**config.mk**
```make
export PLATFORM = sky130hd
export DESIGN_NAME = lsu_endian
export DESIGN_NICKNAME = d
export VERILOG_FILES = /design/src/rtl/lsu_pkg.sv /design/src/rtl/lsu_rst_sync.sv /design/src/rtl/lsu_agen.sv /design/src/rtl/lsu_store_lanes.sv /design/src/rtl/lsu_load_extract.sv /design/src/rtl/lsu_endian.sv
export SDC_FILE = /design/constraint.sdc
export NUM_CORES = 1
export LEC_CHECK = 0
export BUFFER_PORTS_ARGS = -buffer_cell sky130_fd_sc_hd__buf_2
export CAP_MARGIN = 20
export CORE_MARGIN = 5
export CORE_UTILIZATION = 40
export DETAILED_ROUTE_END_ITERATION = 8
export PLACE_DENSITY = 0.77
export SLEW_MARGIN = 20
export SYNTH_ARGS = -nofsm -noshare
export SYNTH_HDL_FRONTEND = slang
export SYNTH_SLANG_ARGS = --single-unit
```
**constraint.sdc**
```tcl
create_clock -name clk -period 9.72 [get_ports clk]
set_clock_uncertainty 0.05 [all_clocks]
set_input_delay 1.944 -clock clk [delete_from_list [all_inputs] [get_ports clk]]
set_output_delay 1.944 -clock clk [all_outputs]
set_load 0.05 [all_outputs]
```
**src/rtl/lsu_pkg.sv**
```systemverilog
package lsu_pkg;
  localparam int unsigned DATA_W = 32;
  localparam int unsigned NLANES = DATA_W / 8;
  localparam int unsigned LANE_W = $clog2(NLANES);

  typedef enum logic [1:0] {
    SZ_BYTE = 2'b00,
    SZ_HALF = 2'b01,
    SZ_WORD = 2'b10,
    SZ_NONE = 2'b11
  } acc_size_e;

  // Byte offset within the word to the numeric lane that holds it
  function automatic logic [LANE_W-1:0] byte_lane(input logic [LANE_W-1:0] off,
                                                  input logic big);
    return big ? ~off : off;
  endfunction

  // Halfword offset bit to the numeric half that holds it
  function automatic logic half_sel(input logic off_hi, input logic big);
    return big ? ~off_hi : off_hi;
  endfunction
endpackage

```
**src/rtl/lsu_rst_sync.sv**
```systemverilog
module lsu_rst_sync (
  input  logic clk,
  input  logic rst_n,
  output logic rst_sync_n
);
  logic [1:0] stage_q;

  always_ff @(posedge clk or negedge rst_n) begin
    if (!rst_n) stage_q <= 2'b00;
    else        stage_q <= {stage_q[0], 1'b1};
  end

  assign rst_sync_n = stage_q[1];
endmodule

```
**src/rtl/lsu_agen.sv**
```systemverilog
module lsu_agen
  import lsu_pkg::*;
#(
  parameter int unsigned ADDR_W = 32,
  parameter int unsigned IMM_W  = 12
) (
  input  logic [ADDR_W-1:0] base_i,
  input  logic [IMM_W-1:0]  imm_i,
  input  acc_size_e         size_i,
  output logic [ADDR_W-1:0] ea_o,
  output logic              misalign_o,
  output logic              size_ok_o
);
  localparam int unsigned EXT_W = ADDR_W - IMM_W;

  logic [ADDR_W-1:0] imm_ext;

  assign imm_ext = {{EXT_W{imm_i[IMM_W-1]}}, imm_i};
  assign ea_o    = base_i + imm_ext;

  always_comb begin
    misalign_o = 1'b0;
    size_ok_o  = 1'b1;
    case (size_i)
      SZ_BYTE: misalign_o = 1'b0;
      SZ_HALF: misalign_o = ea_o[0];
      SZ_WORD: misalign_o = |ea_o[1:0];
      default: size_ok_o  = 1'b0;
    endcase
  end
endmodule

```
**src/rtl/lsu_store_lanes.sv**
```systemverilog
module lsu_store_lanes
  import lsu_pkg::*;
(
  input  logic              en_i,
  input  logic              big_i,
  input  logic [LANE_W-1:0] off_i,
  input  acc_size_e         size_i,
  input  logic [DATA_W-1:0] data_i,
  output logic [NLANES-1:0] be_o,
  output logic [DATA_W-1:0] wdata_o
);
  logic [LANE_W-1:0] lane;
  logic              half;

  assign lane = byte_lane(off_i, big_i);
  assign half = half_sel(off_i[LANE_W-1], big_i);

  always_comb begin
    be_o    = '0;
    wdata_o = '0;
    if (en_i) begin
      case (size_i)
        SZ_BYTE: begin
          be_o[lane] = 1'b1;
          wdata_o    = {NLANES{data_i[7:0]}};
        end
        SZ_HALF: begin
          be_o    = 4'b0011 << {half, 1'b0};
          wdata_o = {(NLANES/2){data_i[15:0]}};
        end
        SZ_WORD: begin
          be_o    = '1;
          wdata_o = data_i;
        end
        default: begin
          be_o    = '0;
          wdata_o = '0;
        end
      endcase
    end
  end
endmodule

```
**src/rtl/lsu_load_extract.sv**
```systemverilog
module lsu_load_extract
  import lsu_pkg::*;
(
  input  logic              big_i,
  input  logic [LANE_W-1:0] off_i,
  input  acc_size_e         size_i,
  input  logic              unsigned_i,
  input  logic [DATA_W-1:0] rdata_i,
  output logic [DATA_W-1:0] value_o
);
  logic [LANE_W-1:0] lane;
  logic              half;
  logic [7:0]        byte_v;
  logic [15:0]       half_v;

  assign lane   = byte_lane(off_i, big_i);
  assign half   = half_sel(off_i[LANE_W-1], big_i);
  assign byte_v = rdata_i[{lane, 3'b000} +: 8];
  assign half_v = rdata_i[{half, 4'b0000} +: 16];

  always_comb begin
    case (size_i)
      SZ_BYTE: value_o = unsigned_i ? {24'h0, byte_v} : {{24{byte_v[7]}}, byte_v};
      SZ_HALF: value_o = unsigned_i ? {16'h0, half_v} : {{16{half_v[15]}}, half_v};
      default: value_o = rdata_i;
    endcase
  end
endmodule

```
**src/rtl/lsu_endian.sv**
```systemverilog
module lsu_endian
  import lsu_pkg::*;
#(
  parameter int unsigned ADDR_W = 32,
  parameter int unsigned IMM_W  = 12
) (
  input  logic              clk,
  input  logic              rst_n,
  input  logic              big_endian_i,
  input  logic              req_valid_i,
  input  logic              req_store_i,
  input  logic [2:0]        req_funct3_i,
  input  logic [ADDR_W-1:0] base_i,
  input  logic [IMM_W-1:0]  offset_i,
  input  logic [DATA_W-1:0] store_data_i,
  output logic [ADDR_W-1:0] mem_addr_o,
  output logic              mem_we_o,
  output logic [NLANES-1:0] mem_be_o,
  output logic [DATA_W-1:0] mem_wdata_o,
  input  logic [DATA_W-1:0] mem_rdata_i,
  output logic              misalign_o,
  output logic              load_valid_o,
  output logic [DATA_W-1:0] load_data_o
);
  logic              rst_q_n;
  acc_size_e         size;
  logic [ADDR_W-1:0] ea;
  logic              mis;
  logic              size_ok;
  logic              accept;
  logic              store_en;
  logic              load_en;
  logic [DATA_W-1:0] ext_val;

  logic              valid_d, valid_q;
  logic [DATA_W-1:0] data_d, data_q;

  assign size = acc_size_e'(req_funct3_i[1:0]);

  lsu_rst_sync u_rst (
    .clk        (clk),
    .rst_n      (rst_n),
    .rst_sync_n (rst_q_n)
  );

  lsu_agen #(.ADDR_W(ADDR_W), .IMM_W(IMM_W)) u_agen (
    .base_i     (base_i),
    .imm_i      (offset_i),
    .size_i     (size),
    .ea_o       (ea),
    .misalign_o (mis),
    .size_ok_o  (size_ok)
  );

  assign accept   = req_valid_i && size_ok && !mis;
  assign store_en = accept && req_store_i;
  assign load_en  = accept && !req_store_i;

  lsu_store_lanes u_st (
    .en_i    (store_en),
    .big_i   (big_endian_i),
    .off_i   (ea[LANE_W-1:0]),
    .size_i  (size),
    .data_i  (store_data_i),
    .be_o    (mem_be_o),
    .wdata_o (mem_wdata_o)
  );

  lsu_load_extract u_ld (
    .big_i      (big_endian_i),
    .off_i      (ea[LANE_W-1:0]),
    .size_i     (size),
    .unsigned_i (req_funct3_i[2]),
    .rdata_i    (mem_rdata_i),
    .value_o    (ext_val)
  );

  assign mem_addr_o = {ea[ADDR_W-1:LANE_W], {LANE_W{1'b0}}};
  assign mem_we_o   = store_en;
  assign misalign_o = req_valid_i && mis;

  // next state
  always_comb begin
    valid_d = load_en;
    data_d  = data_q;
    if (load_en) data_d = ext_val;
  end

  // registers
  always_ff @(posedge clk or negedge rst_q_n) begin
    if (!rst_q_n) begin
      valid_q <= 1'b0;
      data_q  <= '0;
    end else begin
      valid_q <= valid_d;
      if (load_en) data_q <= data_d;
    end
  end

  assign load_valid_o = valid_q;
  assign load_data_o  = data_q;

  assert_misalign_silent_R7: assert property (@(posedge clk) disable iff (!rst_q_n)
    misalign_o |-> (mem_be_o == '0 && !mem_we_o));

  assert_we_needs_store_R9: assert property (@(posedge clk) disable iff (!rst_q_n)
    mem_we_o |-> (req_store_i && mem_be_o != '0));

  assert_valid_after_load_R8: assert property (@(posedge clk) disable iff (!rst_q_n)
    load_valid_o |-> $past(req_valid_i && !req_store_i));

  assert_data_held_R8: assert property (@(posedge clk) disable iff (!rst_q_n)
    !load_valid_o |-> $stable(load_data_o));

  assert_word_full_R6: assert property (@(posedge clk) disable iff (!rst_q_n)
    (mem_we_o && req_funct3_i[1:0] == 2'b10) |-> (mem_be_o == '1 && mem_wdata_o == store_data_i));

  assert_byte_one_lane_R5: assert property (@(posedge clk) disable iff (!rst_q_n)
    (mem_we_o && req_funct3_i[1:0] == 2'b00) |-> ($countones(mem_be_o) == 1));

  assert_bad_size_quiet_R11: assert property (@(posedge clk) disable iff (!rst_q_n)
    (req_funct3_i[1:0] == 2'b11) |-> (!misalign_o && !mem_we_o && mem_be_o == '0));
endmodule

```
# ---- Word-level counts from Yosys, hierarchy flattened
# Index checks and enable logic that the tools add are counted.
dict set report totals {
  rom_bits 0
  latch_bits 0
  memories 0
  ram_bits 0
  register_bits 35
}
dict set report classes {
  n_reduce_logical 11
  addsub 1
  shifts 3
  n_lt_le_gt_ge 2
  div 0
  multipliers 0
  n_mux 13
  n_bitwise 2
  n_eq_ne 2
}
# operator n
set op_table {}
lappend op_table {{$mux 32} 3}
lappend op_table {{$pmux 32 s3} 1}
lappend op_table {{$pmux 32 s2} 1}
lappend op_table {{$add 32x32->32} 1}
lappend op_table {{$shiftx 32x6->16} 1}
lappend op_table {{$shiftx 32x6->8} 1}
lappend op_table {{$pmux 4 s3} 1}
lappend op_table {{$logic_and 1x1->1} 6}
lappend op_table {{$mux 4} 1}
lappend op_table {{$shl 2x2->4 const A} 1}
lappend op_table {{$lt 2x3->1 const B} 1}
lappend op_table {{$mux 1} 3}
lappend op_table {{$reduce_or 3->1} 1}
lappend op_table {{$demux 1 s2} 1}
lappend op_table {{$eq 2x1->1 const B} 1}
lappend op_table {{$eq 2x2->1 const B} 1}
lappend op_table {{$ge 2x1->1 const B} 1}
lappend op_table {{$logic_not 1->1} 2}
lappend op_table {{$logic_not 2->1} 1}
lappend op_table {{$mux 2} 1}
lappend op_table {{$not 2->2} 1}
lappend op_table {{$pmux 1 s2} 1}
lappend op_table {{$reduce_or 2->1} 1}
lappend op_table {{$not 1->1} 1}

# ---- Logic depth before layout (Yosys ltp)
# Gate-level depths: netlist of the first run.
dict set report depth {
  word_depth 9
  mapped_depth 12
  mapped_depth_nobuf 10
}

# ---- Hierarchy
# Synthesis of the first run repeated with hierarchy kept, for this count alone.
dict set report hier_totals {
  cells_unflattened 522
  hier_area_um2 4549.4
}
# module seq_area_each_um2 cells_per_inst area_per_inst_um2 instances
set by_module_without_submodules {}
lappend by_module_without_submodules {lsu_agen 0.0 233 1710.4 1}
lappend by_module_without_submodules {lsu_endian 825.8 75 1413.9 1}
lappend by_module_without_submodules {lsu_store_lanes 0.0 112 713.2 1}
lappend by_module_without_submodules {lsu_load_extract 0.0 99 658.1 1}
lappend by_module_without_submodules {lsu_rst_sync 50.0 3 53.8 1}

# ---- Worst setup path before layout of the first run
# Ideal clock, no wire load.
dict set report synth_path {
  kind {in2out}
  from {in base_i[2]}
  to {out mem_addr_o[21]}
  path_slack_ns 3.108
  arrival_ns 4.618
  n_path_buf 0
  stages 8
  path_cell_list {ha_1 > o211ai_1 > o211ai_1 > a31oi_1 > o21bai_1 > a31oi_2 > nor3_1 > a311oi_1}
}
dict set report synth_between {
  elab_chain_cells 1
}
# item line
set synth_rtl {}
lappend synth_rtl {{from (decl)} lsu_endian.sv:13} ;# input logic [ADDR_W-1:0] base_i,
lappend synth_rtl {{$add 32x32->32} lsu_agen.sv:19} ;# assign ea_o = base_i + imm_ext;
lappend synth_rtl {{to (decl)} lsu_endian.sv:16} ;# output logic [ADDR_W-1:0] mem_addr_o,
# No other way between the ends.

# ---- Final worst setup path of the first run
dict set report layout_path {
  from {in req_funct3_i[0]}
  to {out mem_wdata_o[2]}
}
dict set report layout_between {
  elab_chain_cells 7
  word_cells_on_any_way 12
  classes_between {eq/ne: 2; mux: 4; reduce/logical: 6}
}
# item line
set layout_rtl {}
lappend layout_rtl {{from (decl)} lsu_endian.sv:12} ;# input logic [2:0] req_funct3_i,
lappend layout_rtl {{$eq 2x1->1, or another cell as far along} {lsu_agen.sv:24, lsu_store_lanes.sv:22}}
lappend layout_rtl {{$reduce_or 3->1 (no line)} --}
lappend layout_rtl {{$mux 1} lsu_agen.sv:24} ;# case (size_i)
lappend layout_rtl {{$logic_and 1x1->1 (2 in series)} lsu_endian.sv:55} ;# assign accept = req_valid_i && size_ok && !mis;
lappend layout_rtl {{$logic_and 1x1->1} lsu_endian.sv:56} ;# assign store_en = accept && req_store_i;
lappend layout_rtl {{$mux 32 *} lsu_store_lanes.sv:21} ;# if (en_i) begin
lappend layout_rtl {{to (decl)} lsu_endian.sv:19} ;# output logic [DATA_W-1:0] mem_wdata_o,
# Every way passes the cells marked *; elsewhere a longest branch is shown, timed or not.

==> summary by stage, run 1 <==
Outcome
The flow ran to the end, and the final reports show no timing, DRC or antenna violations.

Clock network
The clock passes through at most 2 buffers. Clock tree synthesis inserted a total of 5 buffers. The cell at the root of the clock tree is clkbuf_8. After clock tree synthesis, the flow added hold-fix buffers numbering 0. Once the clock tree was built, the setup fixing pass inserted 0 buffers. The TritonCTS clock tree is done.

The clock-pin slew reported for the worst setup and hold paths after clock tree synthesis is 0.08 ns. The number of gates resized after CTS is 0. The number of clock sinks is 35. CTS built an H-tree with a depth of 2.

The later pin in the worst-skew pair is clocked with a latency of 0.29 ns.

STA
The time the final worst path needs with I/O delays and setup is 7.42 ns. The count of final max-slew check failures is 0. The final-report hold violation count is 0. The worst slew margin relative to its limit is 31.6%. For the pin with the worst max-slew slack, the measured transition is 1.02 ns. The worst path uses 76.3% of the clock period. Based on the critical path, the design can be clocked at up to 135 MHz.

The number of setup violations in the final report is 0. Setup repair after global routing left no endpoint under its margin. The total negative setup slack is 0 ns.

Die
The total die area is 12200 um2. The area of the core is 9820 um2. The effective utilization at floorplan is 41.3%.

In this run the count of I/O pins placed on the die edge is 219. The width of the chip is 111 um. The floorplan has 36 rows.

The die span in y is 111 um.

Global routing
The overall track demand over capacity in global routing is 21.6%. The first global-routing pass estimated 22700 um of wire. The number of antenna violations at the first check in global routing is 1. The number of global-route vias before repair is 4804. Entering global routing, the biggest net connects 44 pins. The remaining global-route overflow is 0.

Worst setup path
The largest single stage delay on the critical path is 0.73 ns. The dominant cell type by count on the critical path is buf_2. The type of element capturing the critical path is an output port. The maximum fanout encountered on the critical timing path is 29. The instance count on the critical path is 11.

The cell class contributing the biggest share of worst-path delay is simple AND/OR/NAND/NOR gates. Counting both buffers and inverters, the worst setup path holds a total of 3. Data on the critical path is required at its endpoint by 7.73 ns. The critical path goes through buf_2, inv_1, ha_1, or2_1, a21oi_1, nor2b_1, nor3b_2, nand3b_1, nor2_1, and2_1, buf_2. For the worst flop-to-flop path, the logic depth is 1. The worst setup path is launched from a primary input. The slowest stage of the critical path is the nand3b_1 cell.

The data arrival time of the worst path is 5.43 ns. The type of the worst setup path is in -> out.

Detailed routing
The detail route stage leaves a number of antenna-violating nets equal to 0. The number of vias after detailed routing is 4751. For this run, the detailed router's first-pass iteration total came to 8. The initial detailed-routing violation count is 253. The wire length per cell after detailed routing is 16.3 um.

After detailed routing, the number of remaining DRC violations is 0. Summed over all layers, the routed wires come to 14000 um. The detailed-route vias per instance is 5.54.

Place
The total placed cells including tap cells is 849. The global placer's final weighted congestion is 0.898. The count of buffers added on input and output ports is 216. The placed wire-length estimate is 11400 um.

Power and ir drop
The net switching fraction of the power is 54.3%. The share of total power in sequential cells is 22.1%. Combinational cells account for 64.5% of the total power. The power share of the clock group is 13.4%. Across the VDD grid, the largest voltage drop is 0.0984 mV. The internal power summed over all cells is 0.403 mW. The switching power of the nets is 0.480 mW. The ratio of total power to cell area is 166 nW/um2. The leakage power summed over all cells is 2.68 nW.

Cells and area
The post-layout net count is 876. The filler-free cell count of the finished design is 857. The top cell types in the final layout, fill and taps aside, are buf_2 (216), nand2_1 (79), nor2_1 (70), a21oi_1 (58), ha_1 (36). The diode insertion count for antenna repair is 0. The library cell used most frequently in the layout, excluding fill and tap cells, is buf_2. From synthesis to final layout, the design area changed by 31.4%. The post-route netlist has 34.8% of its cells at a drive strength greater than 1.

Synth
The synthesized area is 4050 um2. By area, the combinational part of the netlist is dominated by compound AO/OA/AOI/OAI gates. Measured against the total synthesized area, the mux share comes to 4.14%. Synthesis produced a netlist whose cell count is 523. The average footprint of a synthesized cell is 7.75 um2.

The count of synthesis-stage warnings from yosys is 0. In this run, distinct cell masters in the synthesized netlist total 66. Yosys mapped a number of flops with a built-in enable equal to 0.

The register area share after synthesis is 21.6%. The share of the synthesized area in compound gates (AO/OA/AOI/OAI) is 30.4%. The fraction of registers with async set/reset is 100%. The basic-gate share of the synthesized area counting and, or, nand and nor cells is 21.0%. The synthesized netlist devotes 11.6% of its cell area to adder and majority cells. The total of flip-flops plus latches after synthesis is 35. The dominant register cell in the synthesized netlist is dfrtp_1.

After Yosys synthesis, XOR and XNOR cells account for 6.67% of the synthesized area.

Job
The count of maximum capacitance violations is 0.

Min path
The min-delay analysis places its worst path in the category reg -> async.
[power by group through the flow]
stage,registers (mW),clock network [mW],logic (mW)
finish,0.195,0.118,0.570
global route,0.199,0.125,0.608
CTS,0.195,0.119,0.571
detailed placement,0.198,0,0.569
global placement,0.196,0,0.562
floorplan,0.313,0,0.311
[sequential cells by signal (all words and copies together) (netlist names)]
name	flops
load_data_o	32
load_valid_o	1
u_rst.stage_q	2
[path summary, 6_finish.rpt]
path / from / slack, ns / to
min in group clk: u_rst.stage_q[0] / 0.31 / u_rst.stage_q[1]
max reg2reg: load_data_o[8] / 8.93 / load_data_o[8]
min reg2reg: u_rst.stage_q[1] / 0.22 / load_data_o[25]
max: req_funct3_i[0] / 2.30 / mem_wdata_o[2]
min: u_rst.stage_q[1] / 0.22 / load_data_o[25]
max in group asynchronous: rst_n / 8.16 / u_rst.stage_q[0]
[metrics by stage]
stage / hold WS (ns) / util, % / instance area, um2 / worst slack [ns] / power (mW)
floorplan: 0.281 / - / 4060 / 3.11 / 0.624
global placement: 0.224 / 53.2 / 5220 / 2.56 / 0.757
detailed placement: 0.223 / 53.2 / 5220 / 2.30 / 0.766
CTS: 0.231 / 54.2 / 5330 / 2.30 / 0.885
global route: 0.266 / 54.2 / 5330 / 1.95 / 0.932
finish: 0.222 / 54.2 / 5330 / 2.30 / 0.883
[cells in the mapped netlist, types with 6 or more instances]
cell type | instances | area [um2]
a21boi_0 | 9 | 67.6
a21o_1 | 9 | 67.6
a21oi_1 | 58 | 290
a221oi_1 | 8 | 70.1
a222oi_1 | 8 | 80.1
a22o_1 | 7 | 61.3
a22oi_1 | 16 | 120
and2_1 | 14 | 87.6
buf_2 | 7 | 35.0
clkbuf_1 | 18 | 67.6
dfrtp_1 | 35 | 876
ha_1 | 36 | 450
inv_1 | 11 | 41.3
mux4_2 | 7 | 158
nand2_1 | 79 | 297
nand3_1 | 6 | 30.0
nor2_1 | 71 | 267
nor2b_1 | 6 | 37.5
o21ai_0 | 12 | 60.1
o22a_1 | 8 | 70.1
xnor2_1 | 18 | 158
xor2_1 | 11 | 96.3
[cell families after synthesis]
group | Yosys count
adder cells (fa/ha/maj) | 37
multiplexers | 8
AND/OR/NAND/NOR | 196
buffers and inverters | 41
flip-flops | 35
other | 2
XOR/XNOR | 30
AO/OA/AOI/OAI | 174
[metal layers]
layer | track usage [%] | share of wire [%]
met5 | 0 | 0.093
met4 | 5.17 | 2.3
met3 | 4.91 | 7.3
met2 | 38.4 | 49
met1 | 26.3 | 41
[final cells by class]
class	instances	area, um2
repair buffers	222	1130
clock inverters	1	7.51
flip-flops and latches	35	876
inverters	11	41.3
clock buffers	7	96.3
fillers	967	4490
well taps	133	166
multi-input cells	448	3010
Note: power is estimated with default switching activity, not from simulation.
==> inputs of run 2 (changes only) <==
Settings changed: ABC_AREA from default to 1, PLACE_DENSITY 0.77 to 0.72.
Clock period 9.72 ns to 7.8 ns, I/O delays scaled along.
==> summary by stage, run 2 <==
Synth
The synthesized design contains 0 enable-type register cells. The cell count after synthesis came out at 1012. The dominant register cell in the synthesized netlist is dfrtp_1. The most frequent cell after synthesis is nand2_1.

The total of flip-flops plus latches after synthesis is 35. Ranked by instance count, the synthesized netlist is headed by nand2_1 (348), inv_1 (195), nor2_1 (145). The proportion of netlist area held by the largest area contributor is 24.0%. The fraction of registers with async set/reset is 100%. During synthesis, Yosys emitted a total of 0 warnings. The cell area that synthesis handed to floorplanning was 5440 um2. By area the synthesized netlist is led by nand2_1 (24%), dfrtp_1 (16%), inv_1 (13%), nor2_1 (10%), ha_1 (8.3%). After synthesis, flip-flops and latches occupy 16.1% of the total area. The distinct cell type count of the synthesized netlist is 39. The average footprint of a synthesized cell is 5.38 um2.

The cell accounting for the most synthesized area is nand2_1.

Power and ir drop
For this design the ratio of total power to cell area is 178 nW/um2. IR analysis of the VDD net gives a maximum drop of 0.0886 mV. In this run the static leakage power is 4.33 nW.

Clock network
The number of clock sinks is 35. Clock latency on the worst-skew pair, taken at its later pin, is 0.28 ns. After clock tree synthesis, the repair step resized 0 gates. The total clock buffers created by CTS is 5. The clock tree synthesis step divided the H-tree into 2 levels.

The cell at the root of the clock tree is clkbuf_16. TritonCTS built the clock tree. Once the clock tree was built, the setup fixing pass inserted 0 buffers. The maximum clock insertion buffer count is 2.

The number of buffers inserted by hold repair at cts is 0. Clock-pin slew was measured on the worst setup and hold paths at 0.06 ns.

Die
The total die area is 16000 um2. 219 I/O pins were placed. The floorplan step set the die height to 127 um. The number of rows in the core area is 42. The effective utilization at floorplan is 40.9%.

The core region is 13300 um2. The width of the chip is 127 um.

Worst setup path
Walking the worst path, the cells encountered are buf_2, inv_1, ha_1, or2_1, clkinv_1, nor2_1, a21oi_1, nor2_1, buf_2. In this run the worst path has a maximum fanout of 23. The kind of start point of the critical path is a primary input. The setup path with the least slack is of type in -> out. STA classifies the critical path endpoint as an output port. The capturing point of the worst reg2reg path is load_data_o[21].

Data on the critical path arrives at its endpoint at 4.24 ns. The data required time at the worst endpoint is 6.19 ns. The slowest stage of the critical path belongs to the cell ha_1.

The largest stage delay on the critical path is 0.69 ns. The number of cells traversed by the worst register-to-register path is 3. The source of the worst register-to-register timing path is load_data_o[21].

Setup slack on the worst reg-to-reg path comes out at 6.85 ns.

STA
Headroom to the max-slew limit came out at 45.1%. The final-report hold violation count was 0. Setup violations remaining at the end of the flow were counted as 0.

The worst path in the final design needs a cycle of 5.85 ns, including I/O delays and setup. The count of final max-slew check failures is 0. The final critical-path share of the clock period is 75.0%. Static timing analysis puts the maximum clock frequency at 171 MHz.

At the pin with the least slew margin, the transition time is 0.823 ns. Setup repair after global routing left no endpoint under its margin. The total negative setup slack is 0 ns.

Job
The count of maximum capacitance violations is 0.

Detailed routing
The first detailed-routing pass ran for 6 iterations. The sum of routed wire length over all layers is 18900 um. The detailed-route vias per instance is 4.76.

The number of vias after detailed routing is 6641. The count of antenna-violating nets left after detailed routing is 0. The initial detailed-routing violation count is 590. Dividing the detail-routed wire length by the instance count gives 13.5 um. For this run, design rule violations remaining after detail routing come to 0.

Global routing
Global routing finished with a remaining overflow of 0. The overall track demand over capacity in global routing is 22.1%. The first global-routing pass estimated 29600 um of wire. The number of global-route vias before repair is 6107. The number of antenna violations at the first check in global routing was 3. Entering global routing, the biggest net connects 42 pins.

Cells and area
The post-layout net count is 1368. The flip-flop count of the largest register after layout is 32. The finished layout holds 1395 standard cells, fillers aside. The share of final-layout standard cells stronger than drive strength 1 is 20.6%. Leaving out fill and tap cells, the most frequent cell in the layout is nand2_1.

In the layout the commonest cells are nand2_1 (348), buf_2 (216), inv_1 (195), nor2_1 (145), nand3_1 (56). The area growth from synthesis to layout is 24.7%.

Outcome
The run finished with clean final reports.

Place
The total placed cells including tap cells is 1384. Input and output buffers added on the ports amount to 216. The global placer's final weighted congestion is 0.942. The placed wire-length estimate is 16000 um.

Min path
The tightest min-delay check is of the reg -> async type.
[run 2: area by class of cell]
type	instances	area, um2
multi-input cells	754	3660
diodes	3	7.51
flip-flops and latches	35	876
clock inverters	3	43.8
well taps	176	220
clock buffers	5	125
repair buffers	217	1090
fillers	1393	6510
inverters	202	761
[run 2: how the worst max path moves through the flow]
| stage | start | end | slack (ns) | cells past startpoint |
|---|---|---|---|---|
| 5_1_grt | req_funct3_i[0] | mem_wdata_o[22] | 1.74 | 9 |
| 2_1_floorplan | base_i[0] | mem_wdata_o[0] | 2.16 | 9 |
| 3_5_place_dp | req_funct3_i[0] | mem_wdata_o[19] | 1.98 | 9 |
| 6_report | req_funct3_i[0] | mem_wdata_o[19] | 1.95 | 9 |
| 4_1_cts | req_funct3_i[0] | mem_wdata_o[19] | 1.98 | 9 |
| 3_3_place_gp | req_funct3_i[0] | mem_wdata_o[23] | 2.01 | 9 |
[run 2: cells by family after synthesis]
family | Yosys count | share of synthesized area (%)
other cells | 2 | 0.138
buf+inv | 224 | 16.7
compound gates | 88 | 9.22
flops | 35 | 16.1
xor+xnor | 15 | 2.41
simple gates | 611 | 46.8
fa+ha+maj | 37 | 8.64
[run 2: per-stage QoR]
step	hold slack (ns)	setup slack [ns]	total power, mW	utilization [%]	area [um2]
finish	0.234	1.95	1.21	51.0	6790
global route	0.286	1.74	1.29	51.0	6790
CTS	0.250	1.98	1.21	51.0	6780
detailed placement	0.244	1.98	0.986	49.7	6610
global placement	0.225	2.01	0.981	49.7	6610
floorplan	0.281	2.16	0.796	-	5450
[run 2: where the power goes]
| group | switching [mW] | internal (mW) |
|---|---|---|
| Clock | 0.0758 | 0.151 |
| Combinational | 0.549 | 0.192 |
| Sequential | 0.0218 | 0.221 |
[run 2: layer usage]
| layer | vias up | track usage (%) | share of wire, % |
|---|---|---|---|
| li1 | 3472 | - | - |
| met1 | 2883 | 28.5 | 43 |
| met2 | 272 | 40.0 | 49 |
| met3 | 14 | 2.56 | 7.4 |
| met4 | 0 | 4.23 | 1.0 |
| met5 | - | 0 | 0 |
[run 2: critical path: cells and delay by family]
family	cells	cell delay [ns]
and+or+nand+nor	3	0.96
buffers and inverters	4	0.94
AOI/OAI and AO/OA	1	0.06
adders and majority gates	1	0.69
